[src/rtl/wt_pkg.sv]
package wt_pkg;

  // Control word layout, bit 0 upward: run, cmp_en, auto_inc
  typedef struct packed {
    logic auto_inc;
    logic cmp_en;
    logic run;
  } wt_ctrl_t;

  localparam int unsigned A_CTRL     = 0;
  localparam int unsigned A_CNT_BASE = 1;

endpackage

[src/rtl/wt_counter.sv]
module wt_counter #(
  parameter int unsigned DATA_W = 32,
  parameter int unsigned CNT_W  = 64,
  parameter int unsigned NWORDS = CNT_W / DATA_W
) (
  input  logic              clk,
  input  logic              rst_n,
  input  logic              run,
  input  logic [NWORDS-1:0] word_wr,
  input  logic [DATA_W-1:0] wdata,
  output logic [CNT_W-1:0]  cnt
);

  function automatic logic [CNT_W-1:0] bump(input logic [CNT_W-1:0] v);
    return v + CNT_W'(1);
  endfunction

  logic [CNT_W-1:0] cnt_nxt;

  always_comb begin
    cnt_nxt = run ? bump(cnt) : cnt;
    for (int w = 0; w < NWORDS; w++) begin
      if (word_wr[w]) cnt_nxt[w*DATA_W +: DATA_W] = wdata;
    end
  end

  always_ff @(posedge clk or negedge rst_n) begin
    if (!rst_n) cnt <= '0;
    else        cnt <= cnt_nxt;
  end

  assert_hold_R3: assert property (@(posedge clk) disable iff (!rst_n)
    (!run && word_wr == '0) |=> $stable(cnt));

  assert_step_R3: assert property (@(posedge clk) disable iff (!rst_n)
    (run && word_wr == '0) |=> (cnt - $past(cnt)) == CNT_W'(1));

  for (genvar g = 0; g < NWORDS; g++) begin : g_word_chk
    assert_preload_R2: assert property (@(posedge clk) disable iff (!rst_n)
      word_wr[g] |=> cnt[g*DATA_W +: DATA_W] == $past(wdata));
  end

endmodule

[src/rtl/wt_compare.sv]
module wt_compare #(
  parameter int unsigned DATA_W = 32,
  parameter int unsigned CNT_W  = 64,
  parameter int unsigned NWORDS = CNT_W / DATA_W
) (
  input  logic              clk,
  input  logic              rst_n,
  input  logic              cmp_en,
  input  logic              auto_inc,
  input  logic [CNT_W-1:0]  cnt,
  input  logic [DATA_W-1:0] step,
  input  logic [NWORDS-1:0] word_wr,
  input  logic [DATA_W-1:0] wdata,
  output logic [CNT_W-1:0]  cmp,
  output logic              match
);

  function automatic logic [CNT_W-1:0] advance(input logic [CNT_W-1:0] v,
                                               input logic [DATA_W-1:0] s);
    return v + CNT_W'(s);
  endfunction

  logic [CNT_W-1:0] cmp_nxt;

  assign match = cmp_en && (cnt == cmp);

  always_comb begin
    cmp_nxt = (match && auto_inc) ? advance(cmp, step) : cmp;
    for (int w = 0; w < NWORDS; w++) begin
      if (word_wr[w]) cmp_nxt[w*DATA_W +: DATA_W] = wdata;
    end
  end

  always_ff @(posedge clk or negedge rst_n) begin
    if (!rst_n) cmp <= '0;
    else        cmp <= cmp_nxt;
  end

  assert_autoinc_R6: assert property (@(posedge clk) disable iff (!rst_n)
    (match && auto_inc && word_wr == '0) |=> (cmp - $past(cmp)) == CNT_W'($past(step)));

  assert_steady_R4: assert property (@(posedge clk) disable iff (!rst_n)
    (!match && word_wr == '0) |=> $stable(cmp));

  for (genvar g = 0; g < NWORDS; g++) begin : g_word_chk
    assert_cmp_write_R4: assert property (@(posedge clk) disable iff (!rst_n)
      word_wr[g] |=> cmp[g*DATA_W +: DATA_W] == $past(wdata));
  end

endmodule

[src/rtl/wt_irq.sv]
module wt_irq (
  input  logic clk,
  input  logic rst_n,
  input  logic match,
  input  logic clr,
  input  logic irq_en,
  output logic pend,
  output logic irq
);

  logic pend_nxt;

  always_comb begin
    pend_nxt = pend;
    if (clr)   pend_nxt = 1'b0;
    if (match) pend_nxt = 1'b1;
  end

  always_ff @(posedge clk or negedge rst_n) begin
    if (!rst_n) pend <= 1'b0;
    else        pend <= pend_nxt;
  end

  assign irq = pend & irq_en;

  assert_set_R5: assert property (@(posedge clk) disable iff (!rst_n)
    match |=> pend);

  assert_clear_R8: assert property (@(posedge clk) disable iff (!rst_n)
    (clr && !match) |=> !pend);

  assert_sticky_R8: assert property (@(posedge clk) disable iff (!rst_n)
    (pend && !clr) |=> pend);

  assert_gate_R7: assert property (@(posedge clk) disable iff (!rst_n)
    !irq_en |-> !irq);

endmodule

[src/rtl/wide_timer.sv]
module wide_timer #(
  parameter int unsigned DATA_W = 32,
  parameter int unsigned CNT_W  = 64,
  parameter int unsigned ADDR_W = 3
) (
  input  logic              clk,
  input  logic              rst_n,
  input  logic              reg_wr,
  input  logic [ADDR_W-1:0] reg_addr,
  input  logic [DATA_W-1:0] reg_wdata,
  output logic [DATA_W-1:0] reg_rdata,
  output logic              irq
);
  import wt_pkg::*;

  localparam int unsigned NWORDS     = CNT_W / DATA_W;
  localparam int unsigned A_CMP_BASE = A_CNT_BASE + NWORDS;
  localparam int unsigned A_STEP     = A_CMP_BASE + NWORDS;
  localparam int unsigned A_IRQ_EN   = A_STEP + 1;
  localparam int unsigned A_STATUS   = A_IRQ_EN + 1;
  localparam int unsigned CTRL_W     = $bits(wt_ctrl_t);

  wt_ctrl_t          ctrl;
  logic [DATA_W-1:0] step;
  logic              irq_en;
  logic [NWORDS-1:0] cnt_wr, cmp_wr;
  logic [CNT_W-1:0]  cnt, cmp;
  logic              match, pend, clr;

  for (genvar g = 0; g < NWORDS; g++) begin : g_dec
    assign cnt_wr[g] = reg_wr && (reg_addr == ADDR_W'(A_CNT_BASE + g));
    assign cmp_wr[g] = reg_wr && (reg_addr == ADDR_W'(A_CMP_BASE + g));
  end

  assign clr = reg_wr && (reg_addr == ADDR_W'(A_STATUS)) && reg_wdata[0];

  always_ff @(posedge clk or negedge rst_n) begin
    if (!rst_n) begin
      ctrl   <= '0;
      step   <= '0;
      irq_en <= 1'b0;
    end else if (reg_wr) begin
      if (reg_addr == ADDR_W'(A_CTRL))   ctrl   <= wt_ctrl_t'(reg_wdata[CTRL_W-1:0]);
      if (reg_addr == ADDR_W'(A_STEP))   step   <= reg_wdata;
      if (reg_addr == ADDR_W'(A_IRQ_EN)) irq_en <= reg_wdata[0];
    end
  end

  wt_counter #(.DATA_W(DATA_W), .CNT_W(CNT_W), .NWORDS(NWORDS)) u_counter (
    .clk     (clk),
    .rst_n   (rst_n),
    .run     (ctrl.run),
    .word_wr (cnt_wr),
    .wdata   (reg_wdata),
    .cnt     (cnt)
  );

  wt_compare #(.DATA_W(DATA_W), .CNT_W(CNT_W), .NWORDS(NWORDS)) u_compare (
    .clk      (clk),
    .rst_n    (rst_n),
    .cmp_en   (ctrl.cmp_en),
    .auto_inc (ctrl.auto_inc),
    .cnt      (cnt),
    .step     (step),
    .word_wr  (cmp_wr),
    .wdata    (reg_wdata),
    .cmp      (cmp),
    .match    (match)
  );

  wt_irq u_irq (
    .clk    (clk),
    .rst_n  (rst_n),
    .match  (match),
    .clr    (clr),
    .irq_en (irq_en),
    .pend   (pend),
    .irq    (irq)
  );

  always_comb begin
    reg_rdata = '0;
    if (reg_addr == ADDR_W'(A_CTRL))   reg_rdata = DATA_W'(ctrl);
    if (reg_addr == ADDR_W'(A_STEP))   reg_rdata = step;
    if (reg_addr == ADDR_W'(A_IRQ_EN)) reg_rdata = DATA_W'(irq_en);
    if (reg_addr == ADDR_W'(A_STATUS)) reg_rdata = DATA_W'(pend);
    for (int w = 0; w < NWORDS; w++) begin
      if (reg_addr == ADDR_W'(A_CNT_BASE + w)) reg_rdata = cnt[w*DATA_W +: DATA_W];
      if (reg_addr == ADDR_W'(A_CMP_BASE + w)) reg_rdata = cmp[w*DATA_W +: DATA_W];
    end
  end

  assert_no_match_disabled_R5: assert property (@(posedge clk) disable iff (!rst_n)
    !ctrl.cmp_en |-> !match);

endmodule

[config.mk]
export PLATFORM = sky130hd
export DESIGN_NAME = wide_timer
export DESIGN_NICKNAME = d
export VERILOG_FILES = /design/src/rtl/wt_pkg.sv /design/src/rtl/wt_counter.sv /design/src/rtl/wt_compare.sv /design/src/rtl/wt_irq.sv /design/src/rtl/wide_timer.sv
export SDC_FILE = /design/constraint.sdc
export NUM_CORES = 1
export LEC_CHECK = 0
export CAP_MARGIN = 15
export CORE_ASPECT_RATIO = 0.75
export CORE_MARGIN = 8
export CORE_UTILIZATION = 45
export DETAILED_ROUTE_END_ITERATION = 16
export PLACE_DENSITY_LB_ADDON = 0.08
export SLEW_MARGIN = 20
export SYNTH_ARGS = -nofsm -noshare
export SYNTH_HDL_FRONTEND = slang
export SYNTH_HIERARCHICAL = 1
export SYNTH_SLANG_ARGS = --single-unit
[constraint.sdc]
create_clock -name clk -period 3.6 [get_ports clk]
set_input_delay 0.72 -clock clk [delete_from_list [all_inputs] [get_ports clk]]
set_output_delay 0.72 -clock clk [all_outputs]
set_load 0.05 [all_outputs]
# Word-level counts from Yosys, hierarchy flattened
# Cells that the tools add are included.
[word_totals]
output_inout_bits = 33
inputBits = 38
wordCells = 54
register_bits = 165
[classes]
n_eq_ne = 8
addsub = 2
n_bitwise = 1
n_reduce_logical = 17
muxes = 16
[ops]
columns = ["operator", "n"]
rows = [
  ["2-to-1 mux 32 bit", 11],
  ["2-to-1 mux 64 bit", 2],
  ["adder 64 x 1 -> 64 bit (second input constant)", 1],
  ["adder 64 x 32 -> 64 bit", 1],
  ["equality test 64 bit", 1],
  ["equality test 3 bit (second input constant)", 4],
  ["nonzero test 2 bit", 5],
  ["logical AND 1 bit", 8],
  ["equality test 3 x 2 -> 1 bit (second input constant)", 2],
  ["AND reduction 2 bit", 3],
  ["equality test 3 x 1 -> 1 bit (second input constant)", 1],
  ["zero test 3 bit", 1],
  ["2-to-1 mux 3 bit", 1],
  ["2-to-1 mux 1 bit", 2],
  ["AND 1 bit", 1],
]

# Depth between registers and ports, before layout
# Gate-level depths: netlist (run 1).
[depth]
word_depth = 9
ltp_mapped = 11
mapped_depth_nobuf = 10

# Modules after synthesis
# Netlist (run 1), hierarchy kept.
[modules_own_cells]
columns = ["module", "cells_per_inst", "seq_area_each_um2", "area_each_um2", "instances"]
rows = [
  ["wt_compare", 754, 1601.5, 6092.1, 1],
  ["wt_counter", 468, 1601.5, 3998.8, 1],
  ["wide_timer", 285, 900.9, 2899.0, 1],
  ["wt_irq", 4, 25.0, 42.5, 1],
]

# Least setup slack after synthesis (run 1)
# No wires, ideal clock.
[synth_timing]
kind = "input port to output port"
startpoint = "input reg_addr[2]"
endpoint = "output reg_rdata[1]"
stages = 6
n_path_buf = 3
required_ns = 2.880
path_slack_ns = 0.523
arrival_time_ns = 2.357
path_cell_list = "buf_6 > buf_6 > buf_6 > a21oi_1 > nor2_1 > o21ai_0"
[synth_via]
elab_chain_len = 9
word_cells_on_any_way = 16
classes_between = "eq/ne: 7; mux: 8; reduce/logical: 1"
[synth_rtl]
columns = ["item", "line_no", "rtl"]
rows = [
  ["from (decl)", "wide_timer.sv:9", "input logic [ADDR_W-1:0] reg_addr,"],
  ["zero test 3 bit", "wide_timer.sv:83", "if (reg_addr == ADDR_W'(A_CTRL)) reg_rdata = DATA_W'(ctrl);"],
  ["2-to-1 mux 3 bit", "wide_timer.sv:83", ""],
  ["2-to-1 mux 32 bit", "wide_timer.sv:84", "if (reg_addr == ADDR_W'(A_STEP)) reg_rdata = step;"],
  ["2-to-1 mux 32 bit", "wide_timer.sv:85", "if (reg_addr == ADDR_W'(A_IRQ_EN)) reg_rdata = DATA_W'(irq_en);"],
  ["2-to-1 mux 32 bit", "wide_timer.sv:86", "if (reg_addr == ADDR_W'(A_STATUS)) reg_rdata = DATA_W'(pend);"],
  ["2-to-1 mux 32 bit", "wide_timer.sv:88", "if (reg_addr == ADDR_W'(A_CNT_BASE + w)) reg_rdata = cnt[w*DATA_W +: DATA_W];"],
  ["2-to-1 mux 32 bit", "wide_timer.sv:89", "if (reg_addr == ADDR_W'(A_CMP_BASE + w)) reg_rdata = cmp[w*DATA_W +: DATA_W];"],
  ["2-to-1 mux 32 bit", "wide_timer.sv:88", ""],
  ["2-to-1 mux 32 bit *", "wide_timer.sv:89", ""],
  ["to (decl)", "wide_timer.sv:11", "output logic [DATA_W-1:0] reg_rdata,"],
]
# Every way passes the cells marked *; elsewhere a longest branch is shown, timed or not.

# Final worst setup path (run 1)
[layout_timing]
startpoint = "register u_compare.cmp[1]"
endpoint = "register u_compare.cmp[43]"
[layout_via]
elab_chain_len = 4
word_cells_on_any_way = 7
classes_between = "add/sub: 1; eq/ne: 1; mux: 2; reduce/logical: 3"
[layout_rtl]
columns = ["item", "line_no", "rtl"]
rows = [
  ["from (decl)", "wt_compare.sv:14", "output logic [CNT_W-1:0] cmp,"],
  ["from (signal assigned)", "wt_compare.sv:36", "else cmp <= cmp_nxt;"],
  ["parallel branches: the longest is 4 deep, another holds adder 64 x 32 -> 64 bit", "-", ""],
]
# Parallel ways; which one is timed is not known. The select of a mux whose other input is x is not followed.
# A chain may end at the register's enable or synchronous reset.

==> flow_metrics.env, run 1 <==
export IMPL_htree_levels=4
export IMPL_gp_congestion=1.03
export IMPL_outcome="finished clean"
export IMPL_cts_root_buf="clkbuf_16"
export IMPL_r2r_cells=10
export IMPL_rsz0062_at_grt="no"
export IMPL_die_w_microns=213
export IMPL_ys_seq_elements=165
export IMPL_synth_area_leaders="dfrtp_1 (32%), nand2_1 (4.8%), xnor2_1 (4.7%), mux2i_1 (4.6%), o21ai_0 (4.0%)"
export IMPL_critPathRequiredTime_ns=3.93
export IMPL_drv_cap=0
export IMPL_synth_edf_count=0
export IMPL_fmax_ghz=0.287
export IMPL_netlist_instances=1511
export IMPL_initialDrtViolationCount=1565
export IMPL_r2r_start="u_compare/cmp[1]"
export IMPL_routed_wl_microns=54600
export IMPL_syn_nets=1583
export IMPL_power_density_nw_per_um2=565
export IMPL_finalSetupViolCount=0
export IMPL_crit_arrival_ns=3.81
export IMPL_tns_ns=0
export IMPL_yosys_top_cells_count="nand2_1 (167), dfrtp_1 (165), nor2_1 (104), o21ai_0 (103), a21oi_1 (102)"
export IMPL_reg2reg_slack_ns=0.12
export IMPL_period_share_pct=96.7
export IMPL_yosysMostFrequentCell="nand2_1"
export IMPL_min_path_type="in -> async"
export IMPL_numCtsBuffers=17
export IMPL_finClkSkew_ns=0.0137
export IMPL_row_count=54
export IMPL_coreArea_sq_um=28800
export IMPL_register_area_sq_um=4130
export IMPL_yosysUniqueCellTypes=89
export IMPL_post_route_util_pct=53.7
export IMPL_areaGrowthSynthToFinish_pct=18.5
export IMPL_finalCriticalPeriod_ns=3.48
export IMPL_ctsHoldBuffers=0
export IMPL_multi_input_comb_area_sq_um=8330
export IMPL_worstMarginPinSlew_ns=0.937
export IMPL_async_flop_share_pct=100
export IMPL_worst_skew_pair_late_latency_ns=0.46
export IMPL_syn_area_sq_um=13000
export IMPL_antenna_found_initial=0
export IMPL_nets=1674
export IMPL_grt_first_pass_wirelength_microns=79700
export IMPL_clk_pin_slew_ns=0.07
export IMPL_crit_fanout=10
export IMPL_slew_viol_final=0
export IMPL_drtAntennaViolNets=0
export IMPL_drive_gt1_share_pct=14.7
export IMPL_dpl_hpwl_microns=41600
export IMPL_die_area_sq_um=34700
export IMPL_yosysSeqAreaShare_pct=31.7
export IMPL_via_per_inst=6.59
export IMPL_crit_type="reg -> reg"
export IMPL_max_slew_margin_pct=37.2
export IMPL_cts_sinks=165
export IMPL_num_vias=13200
export IMPL_synth_top_cell_area_share_pct=31.7
export IMPL_clockBufferDepth=2
export IMPL_drt_pass1_iter_count=5
export IMPL_critPathLaunchType="flip-flop"
export IMPL_die_h_microns=163
export IMPL_fillCellCount=2680
export IMPL_power_leakage_nw=6.15
export IMPL_yosysTopAreaCell="dfrtp_1"
export IMPL_hold_violations=0
export IMPL_cts_tree="done"
export IMPL_cp_end_kind="flip-flop"
export IMPL_routedWlPerCell_microns=27.2
export IMPL_ios=71
export IMPL_peakVddDrop_uv=307
export IMPL_ys_warn_count=6
export IMPL_io_buffers=70
export IMPL_grt_pass1_vias=12100
export IMPL_syn_avg_cell_area_sq_um=8.63
export IMPL_start_util_pct=45.3
export IMPL_p_total_w=0.00873
export IMPL_grt_max_degree=70
export IMPL_n_antenna_cell=0
export IMPL_grtUsageTotal_pct=31.2
export IMPL_drcViolationCount=0
export IMPL_grt_remaining_overflow=0
export IMPL_r2r_end="u_compare/cmp[43]"
export IMPL_yosys_most_used_dff="dfrtp_1"
## state kept, by name, indices dropped and copies added (netlist names)
register       flops
irq_en             1
u_compare/cmp     64
ctrl               3
u_counter/cnt     64
u_irq/pend         1
step              32
## routing by layer
layer,track usage [%],up-vias,wire length (microns),share of wire [%]
li1,-,5784,-,-
met1,46.6,6487,24500,45
met2,42.8,863,22100,40
met3,8.42,97,6590,12
met4,9.24,0,1440,2.6
met5,0,-,0,0
## area by class of cell
type	instances	area share, %
well taps	392	3.18
clock buffers	20	2.89
multi-input cells	1229	53.9
inverters	34	0.834
clock inverters	12	1.15
flip-flops and latches	165	26.7
repair buffers	155	11.3
## cell families (layout without fill, tap and decap cells)
family | after synthesis | after routing | synth area share (%)
and+or+nand+nor | 591 | 591 | 24.0
AOI/OAI and AO/OA | 379 | 379 | 18.7
xor gates and xnor gates | 119 | 119 | 8.00
DFF | 165 | 165 | 31.7
adders and majority gates | 34 | 34 | 3.32
buffers and inverters | 117 | 221 | 4.75
muxes | 106 | 106 | 9.53
## critical path, stage by stage (launching register included)
cell,delay [ns]
dfrtp_1,0.47
ha_1,0.31
a211oi_1,0.25
buf_4,0.18
o21ai_0,0.16
a32oi_1,0.41
a21boi_1,0.17
o2111a_2,0.38
nor2_2,0.49
mux2i_1,0.16
a311o_1,0.35
## power breakdown
part | total [W] | leakage, nW | switching, W | internal, W
sequential | 0.00287 | 1.92 | 0.000642 | 0.00223
clock | 0.00202 | 0.304 | 0.000841 | 0.00118
combinational | 0.00384 | 3.92 | 0.00225 | 0.00158
total | 0.00873 | 6.15 | 0.00373 | 0.00499
## how the worst max path moves through the flow
stage,startpoint,endpoint,slack [ns],depth (start not counted)
6_report,u_compare/cmp[1],u_compare/cmp[43],0.12,10
5_1_grt,u_compare/cmp[1],u_compare/cmp[43],0.05,10
4_1_cts,u_compare/cmp[1],u_compare/cmp[43],0.14,10
3_5_place_dp,u_compare/cmp[59],u_compare/cmp[61],0.19,10
3_3_place_gp,u_compare/cmp[59],u_compare/cmp[61],0.17,10
2_1_floorplan,reg_addr[2],reg_rdata[1],0.52,6
## metrics by stage
stage                     std cells  cell area [sq um]  setup WS (ns)  hold slack, ns
final                          2007              15400          0.119           0.297
after floorplan                1511              13000          0.523           0.424
after detailed placement       1975              14800          0.186           0.502
after CTS                      2007              15400          0.135           0.317
after global routing           2007              15400         0.0454           0.331
after global placement         1975              14800          0.167           0.473
## cells in the final DEF, fill, tap and decap left out, types with 34 or more instances in the layout
master	Yosys	routed
nand2_1	167	167
dfrtp_1	165	165
nor2_1	104	103
o21ai_0	103	103
a21oi_1	102	102
buf_4	8	77
xnor2_1	70	70
nand4_1	65	65
mux2i_1	60	60
nand3_1	51	51
xor2_1	49	49
buf_12	0	40
a31oi_1	35	35
clkdlybuf4s50_1	0	34
## repair_timing
item	4_1_cts	5_1_grt
setup endpoints to repair	0	7
gates resized for setup	0	3
hold endpoints to repair	0	0
buffers inserted	0	0
(Power assumes the default switching activity.)
==> inputs of run 2 (changes only) <==
Settings changed: CORE_ASPECT_RATIO 0.75 to 2, CTS_BUF_LIST set to sky130_fd_sc_hd__clkbuf_8 sky130_fd_sc_hd__clkbuf_16.
==> flow_metrics.env, run 2 (synthesis gave the netlist of run 1 again) <==
export IMPL_crit_arrival_ns=3.84
export IMPL_cts_tree="done"
export IMPL_worst_skew_pair_late_latency_ns=0.45
export IMPL_slew_viol_final=0
export IMPL_max_slew_margin_pct=35.9
export IMPL_num_vias=13400
export IMPL_nets=1690
export IMPL_cp_end_kind="flip-flop"
export IMPL_grtUsageTotal_pct=33.8
export IMPL_gp_congestion=1.02
export IMPL_via_per_inst=6.73
export IMPL_finClkSkew_ns=0.00749
export IMPL_r2r_start="u_compare/cmp[40]"
export IMPL_dpl_hpwl_microns=44500
export IMPL_finalSetupViolCount=0
export IMPL_grt_first_pass_wirelength_microns=86800
export IMPL_min_path_type="in -> async"
export IMPL_io_buffers=70
export IMPL_power_leakage_nw=6.24
export IMPL_numCtsBuffers=17
export IMPL_critPathRequiredTime_ns=3.94
export IMPL_grt_remaining_overflow=0
export IMPL_row_count=88
export IMPL_drv_cap=0
export IMPL_drt_pass1_iter_count=5
export IMPL_cts_sinks=165
export IMPL_drcViolationCount=0
export IMPL_drive_gt1_share_pct=15.3
export IMPL_r2r_cells=9
export IMPL_die_area_sq_um=35000
export IMPL_fillCellCount=2700
export IMPL_reg2reg_slack_ns=0.1
export IMPL_clk_pin_slew_ns=0.07
export IMPL_cts_root_buf="clkbuf_16"
export IMPL_crit_type="reg -> reg"
export IMPL_coreArea_sq_um=28600
export IMPL_drtAntennaViolNets=0
export IMPL_hold_violations=0
export IMPL_critPathLaunchType="flip-flop"
export IMPL_worstMarginPinSlew_ns=0.957
export IMPL_fmax_ghz=0.285
export IMPL_start_util_pct=45.5
export IMPL_grt_max_degree=70
export IMPL_htree_levels=4
export IMPL_r2r_end="u_compare/cmp[6]"
export IMPL_tns_ns=0
export IMPL_ios=71
export IMPL_final_common_cell="nand2_1"
export IMPL_period_share_pct=97.3
export IMPL_top_regs="u_compare/cmp x64, u_counter/cnt x64, step x32"
export IMPL_routed_wl_microns=59100
export IMPL_post_route_util_pct=54.2
export IMPL_clockBufferDepth=2
export IMPL_routedWlPerCell_microns=29.7
export IMPL_rsz0062_at_grt="no"
export IMPL_p_total_w=0.00887
export IMPL_grt_pass1_vias=13100
export IMPL_initialDrtViolationCount=1695
export IMPL_layout_common_cells="nand2_1 (167), dfrtp_1 (165), nor2_1 (103), o21ai_0 (103), a21oi_1 (102)"
export IMPL_die_w_microns=136
export IMPL_die_h_microns=257
export IMPL_n_antenna_cell=0
export IMPL_power_density_nw_per_um2=572
export IMPL_antenna_found_initial=0
export IMPL_areaGrowthSynthToFinish_pct=19.1
export IMPL_outcome="finished clean"
export IMPL_finalCriticalPeriod_ns=3.50
export IMPL_peakVddDrop_uv=348
export IMPL_crit_fanout=18
export IMPL_ctsHoldBuffers=0
run 2: per-layer routing:
metal  global-route usage, %  vias up  share of wire [%]
li1                        -     5830                  -
met1                    40.6     6607                 38
met2                    54.9      763                 48
met3                    4.27      190                6.5
met4                    22.4        0                7.5
met5                       0        -                  0
run 2: through the flow:
| step | worst slack [ns] | instance area (sq um) | hold slack, ns | std cells |
|---|---|---|---|---|
| 6_report | 0.0961 | 15500 | 0.281 | 1990 |
| 2_1_floorplan | 0.523 | 13000 | 0.424 | 1511 |
| 3_5_place_dp | 0.166 | 14900 | 0.524 | 1959 |
| 3_3_place_gp | 0.200 | 14900 | 0.519 | 1959 |
| 4_1_cts | 0.131 | 15500 | 0.309 | 1990 |
| 5_1_grt | 0.000623 | 15500 | 0.336 | 1990 |
run 2: worst max-delay path by stage:
stage / startpoint / end / slack, ns
after CTS: step[5] / u_compare/cmp[42] / 0.13
after floorplan: reg_addr[2] / reg_rdata[1] / 0.52
after detailed placement: step[5] / u_compare/cmp[42] / 0.17
final: u_compare/cmp[40] / u_compare/cmp[6] / 0.1
after global placement: u_compare/cmp[0] / u_compare/cmp[36] / 0.20
after global routing: u_compare/cmp[40] / u_compare/cmp[5] / 0.0006
run 2: power by group:
| part | internal (W) | switching, W |
|---|---|---|
| clock | 0.00125 | 0.000841 |
| combinational | 0.00162 | 0.00237 |
| sequential | 0.00223 | 0.000571 |
| total | 0.00509 | 0.00378 |
run 2: cell type report:
| cell class | instances | area (sq um) | share of cell area (%) |
|---|---|---|---|
| repair buffers | 171 | 1840 | 11.9 |
| clock inverters | 13 | 208 | 1.34 |
| flip-flops and latches | 165 | 4130 | 26.6 |
| inverters | 34 | 129 | 0.831 |
| multi-input cells | 1229 | 8320 | 53.6 |
| well taps | 360 | 450 | 2.90 |
| clock buffers | 18 | 439 | 2.83 |
run 2: worst max-delay path, stage by stage, from the launching register on:
cell and delay, ns:
dfrtp_1 0.43, xnor2_1 0.54, nand4_1 0.26, nor4_1 0.48, and3_1 0.25, and4_2 0.41, buf_4 0.36, buf_4 0.29
mux2i_1 0.25, o21ai_0 0.09
run 2: timing repair:
action	CTS	global route
buffers inserted	0	0
resized for setup	0	0
endpoints found under the setup margin	0	2
==> inputs of run 3 (changes only) <==
Settings changed: ABC_CLOCK_PERIOD_IN_PS set to 3600, DONT_BUFFER_PORTS set to 1.
==> flow_metrics.env, run 3 (synthesis gave the netlist of run 1 again) <==
export IMPL_cp_startpoint="u_compare/cmp[0]"
export IMPL_cts_tree="done"
export IMPL_crit_fanout=7
export IMPL_cp_slowest_stage_delay_ns=0.46
export IMPL_ios=71
export IMPL_final_common_cell="nand2_1"
export IMPL_routedWlPerCell_microns=29.8
export IMPL_antenna_found_initial=0
export IMPL_power_density_nw_per_um2=575
export IMPL_fillCellCount=2789
export IMPL_grt_max_degree=166
export IMPL_slew_viol_final=0
export IMPL_n_antenna_cell=0
export IMPL_die_area_sq_um=35000
export IMPL_initialDrtViolationCount=1515
export IMPL_peakVddDrop_uv=377
export IMPL_clockBufferDepth=2
export IMPL_routed_wl_microns=57900
export IMPL_crit_arrival_ns=3.77
export IMPL_finalCriticalPeriod_ns=3.44
export IMPL_cp_top_family="compound AO/OA/AOI/OAI gates"
export IMPL_cp_end_kind="flip-flop"
export IMPL_cp_num_buf_inv=1
export IMPL_areaGrowthSynthToFinish_pct=12.3
export IMPL_num_vias=13000
export IMPL_start_util_pct=45.5
export IMPL_numCtsBuffers=17
export IMPL_top_regs="u_compare/cmp x64, u_counter/cnt x64, step x32"
export IMPL_max_slew_margin_pct=28.5
export IMPL_grt_remaining_overflow=0
export IMPL_clk_pin_slew_ns=0.07
export IMPL_outcome="finished with violations"
export IMPL_cts_root_buf="clkbuf_16"
export IMPL_rsz0062_at_grt="no"
export IMPL_register_area_sq_um=4130
export IMPL_drtAntennaViolNets=0
export IMPL_drive_gt1_share_pct=15.0
export IMPL_finalSetupViolCount=0
export IMPL_crit_type="reg -> reg"
export IMPL_drcViolationCount=0
export IMPL_critPathRequiredTime_ns=3.93
export IMPL_cts_sinks=165
export IMPL_min_path_type="in -> async"
export IMPL_r2r_start="u_compare/cmp[0]"
export IMPL_io_buffers=0
export IMPL_grt_first_pass_wirelength_microns=85400
export IMPL_critPathSlowestCell="dfrtp_1"
export IMPL_drv_cap=0
export IMPL_critPathLaunchType="flip-flop"
export IMPL_worstMarginPinSlew_ns=1.06
export IMPL_tns_ns=0
export IMPL_m1WireLength_microns=21900
export IMPL_dr_wl_met2_microns=27800
export IMPL_htree_levels=4
export IMPL_final_area_sq_um=14600
export IMPL_row_count=88
export IMPL_nets=1642
export IMPL_via_per_inst=6.71
export IMPL_multi_input_comb_area_sq_um=8330
export IMPL_period_share_pct=95.6
export IMPL_grtUsageTotal_pct=33.3
export IMPL_hold_violations=154
export IMPL_power_leakage_nw=5.88
export IMPL_drt_pass1_iter_count=6
export IMPL_gp_congestion=1.01
export IMPL_worst_skew_pair_late_latency_ns=0.46
export IMPL_coreArea_sq_um=28600
export IMPL_die_h_microns=257
export IMPL_finClkSkew_ns=0.00731
export IMPL_fmax_ghz=0.291
export IMPL_path_cells="ha_1 -> fa_1 -> a21o_1 -> a221oi_2 -> o31ai_4 -> nand4_4 -> a211o_4 -> a211o_1 -> buf_4 -> o211ai_1 -> nand3_1"
export IMPL_post_cts_setup_buffer_count=0
export IMPL_wl_met3_microns=3610
export IMPL_die_w_microns=136
export IMPL_violations="negative hold slack"
export IMPL_highest_layer="met4"
export IMPL_grt_pass1_vias=12700
export IMPL_layout_common_cells="nand2_1 (167), dfrtp_1 (165), buf_4 (120), nor2_1 (103), a21oi_1 (102)"
export IMPL_dpl_hpwl_microns=43400
export IMPL_hold_ws_ns=-0.0470
export IMPL_place_area_sq_um=14000
[run 3: where the power goes]
part | switching [W] | internal (W)
sequential | 0.000624 | 0.00223
combinational | 0.00211 | 0.00141
clock | 0.000841 | 0.00120
[run 3: layer usage]
| metal | track usage (%) | vias up |
|---|---|---|
| li1 | - | 5732 |
| met5 | 0 | - |
| met1 | 39.5 | 6398 |
| met4 | 23.2 | 0 |
| met3 | 5.17 | 198 |
| met2 | 53.8 | 710 |
[run 3: cell type report]
class,count,share of cell area [%]
Tap cell,360,3.08
Multi-Input combinational cell,1229,56.9
Clock inverter,13,1.23
Inverter,34,0.881
Sequential cell,165,28.2
Clock buffer,19,3.10
Timing Repair Buffer,123,6.57
[run 3: worst paths after layout]
path	to	slack, ns	cells past startpoint
max in group asynchronous	u_compare/cmp[50]	3.41	0
min reg2reg	u_irq/pend	0.51	1
max	u_compare/cmp[46]	0.16	11
min in group clk	u_counter/cnt[54]	0.38	2
max reg2reg	u_compare/cmp[46]	0.16	11
min	step[4]	-0.05	0
[run 3: what timing repair did]
item	4_1_cts	5_1_grt
gates resized for setup	0	1
endpoints found under the setup margin	0	1
hold endpoints to repair	165	165
[run 3: stage by stage]
| stage | setup WS (ns) | std cells | total power (W) | hold WS [ns] | utilization, % |
|---|---|---|---|---|---|
| finish | 0.159 | 1943 | 0.00841 | -0.0470 | 51.1 |
| global route | 0.0574 | 1943 | 0.00879 | -0.0672 | 51.1 |
| CTS | 0.195 | 1943 | 0.00834 | -0.0645 | 51.1 |
| detailed placement | 0.227 | 1911 | 0.00627 | 0.430 | 48.9 |
| global placement | 0.238 | 1911 | 0.00624 | 0.429 | 48.9 |
| floorplan | 0.523 | 1511 | 0.00501 | 0.424 | - |
[run 3: worst reg2reg max path, stage by stage (launching register included)]
cell and delay [ns]:
dfrtp_1 0.46, ha_1 0.28, fa_1 0.24, a21o_1 0.17, a221oi_2 0.10, o31ai_4 0.43
nand4_4 0.22, a211o_4 0.45, a211o_1 0.46, buf_4 0.20, o211ai_1 0.19, nand3_1 0.12
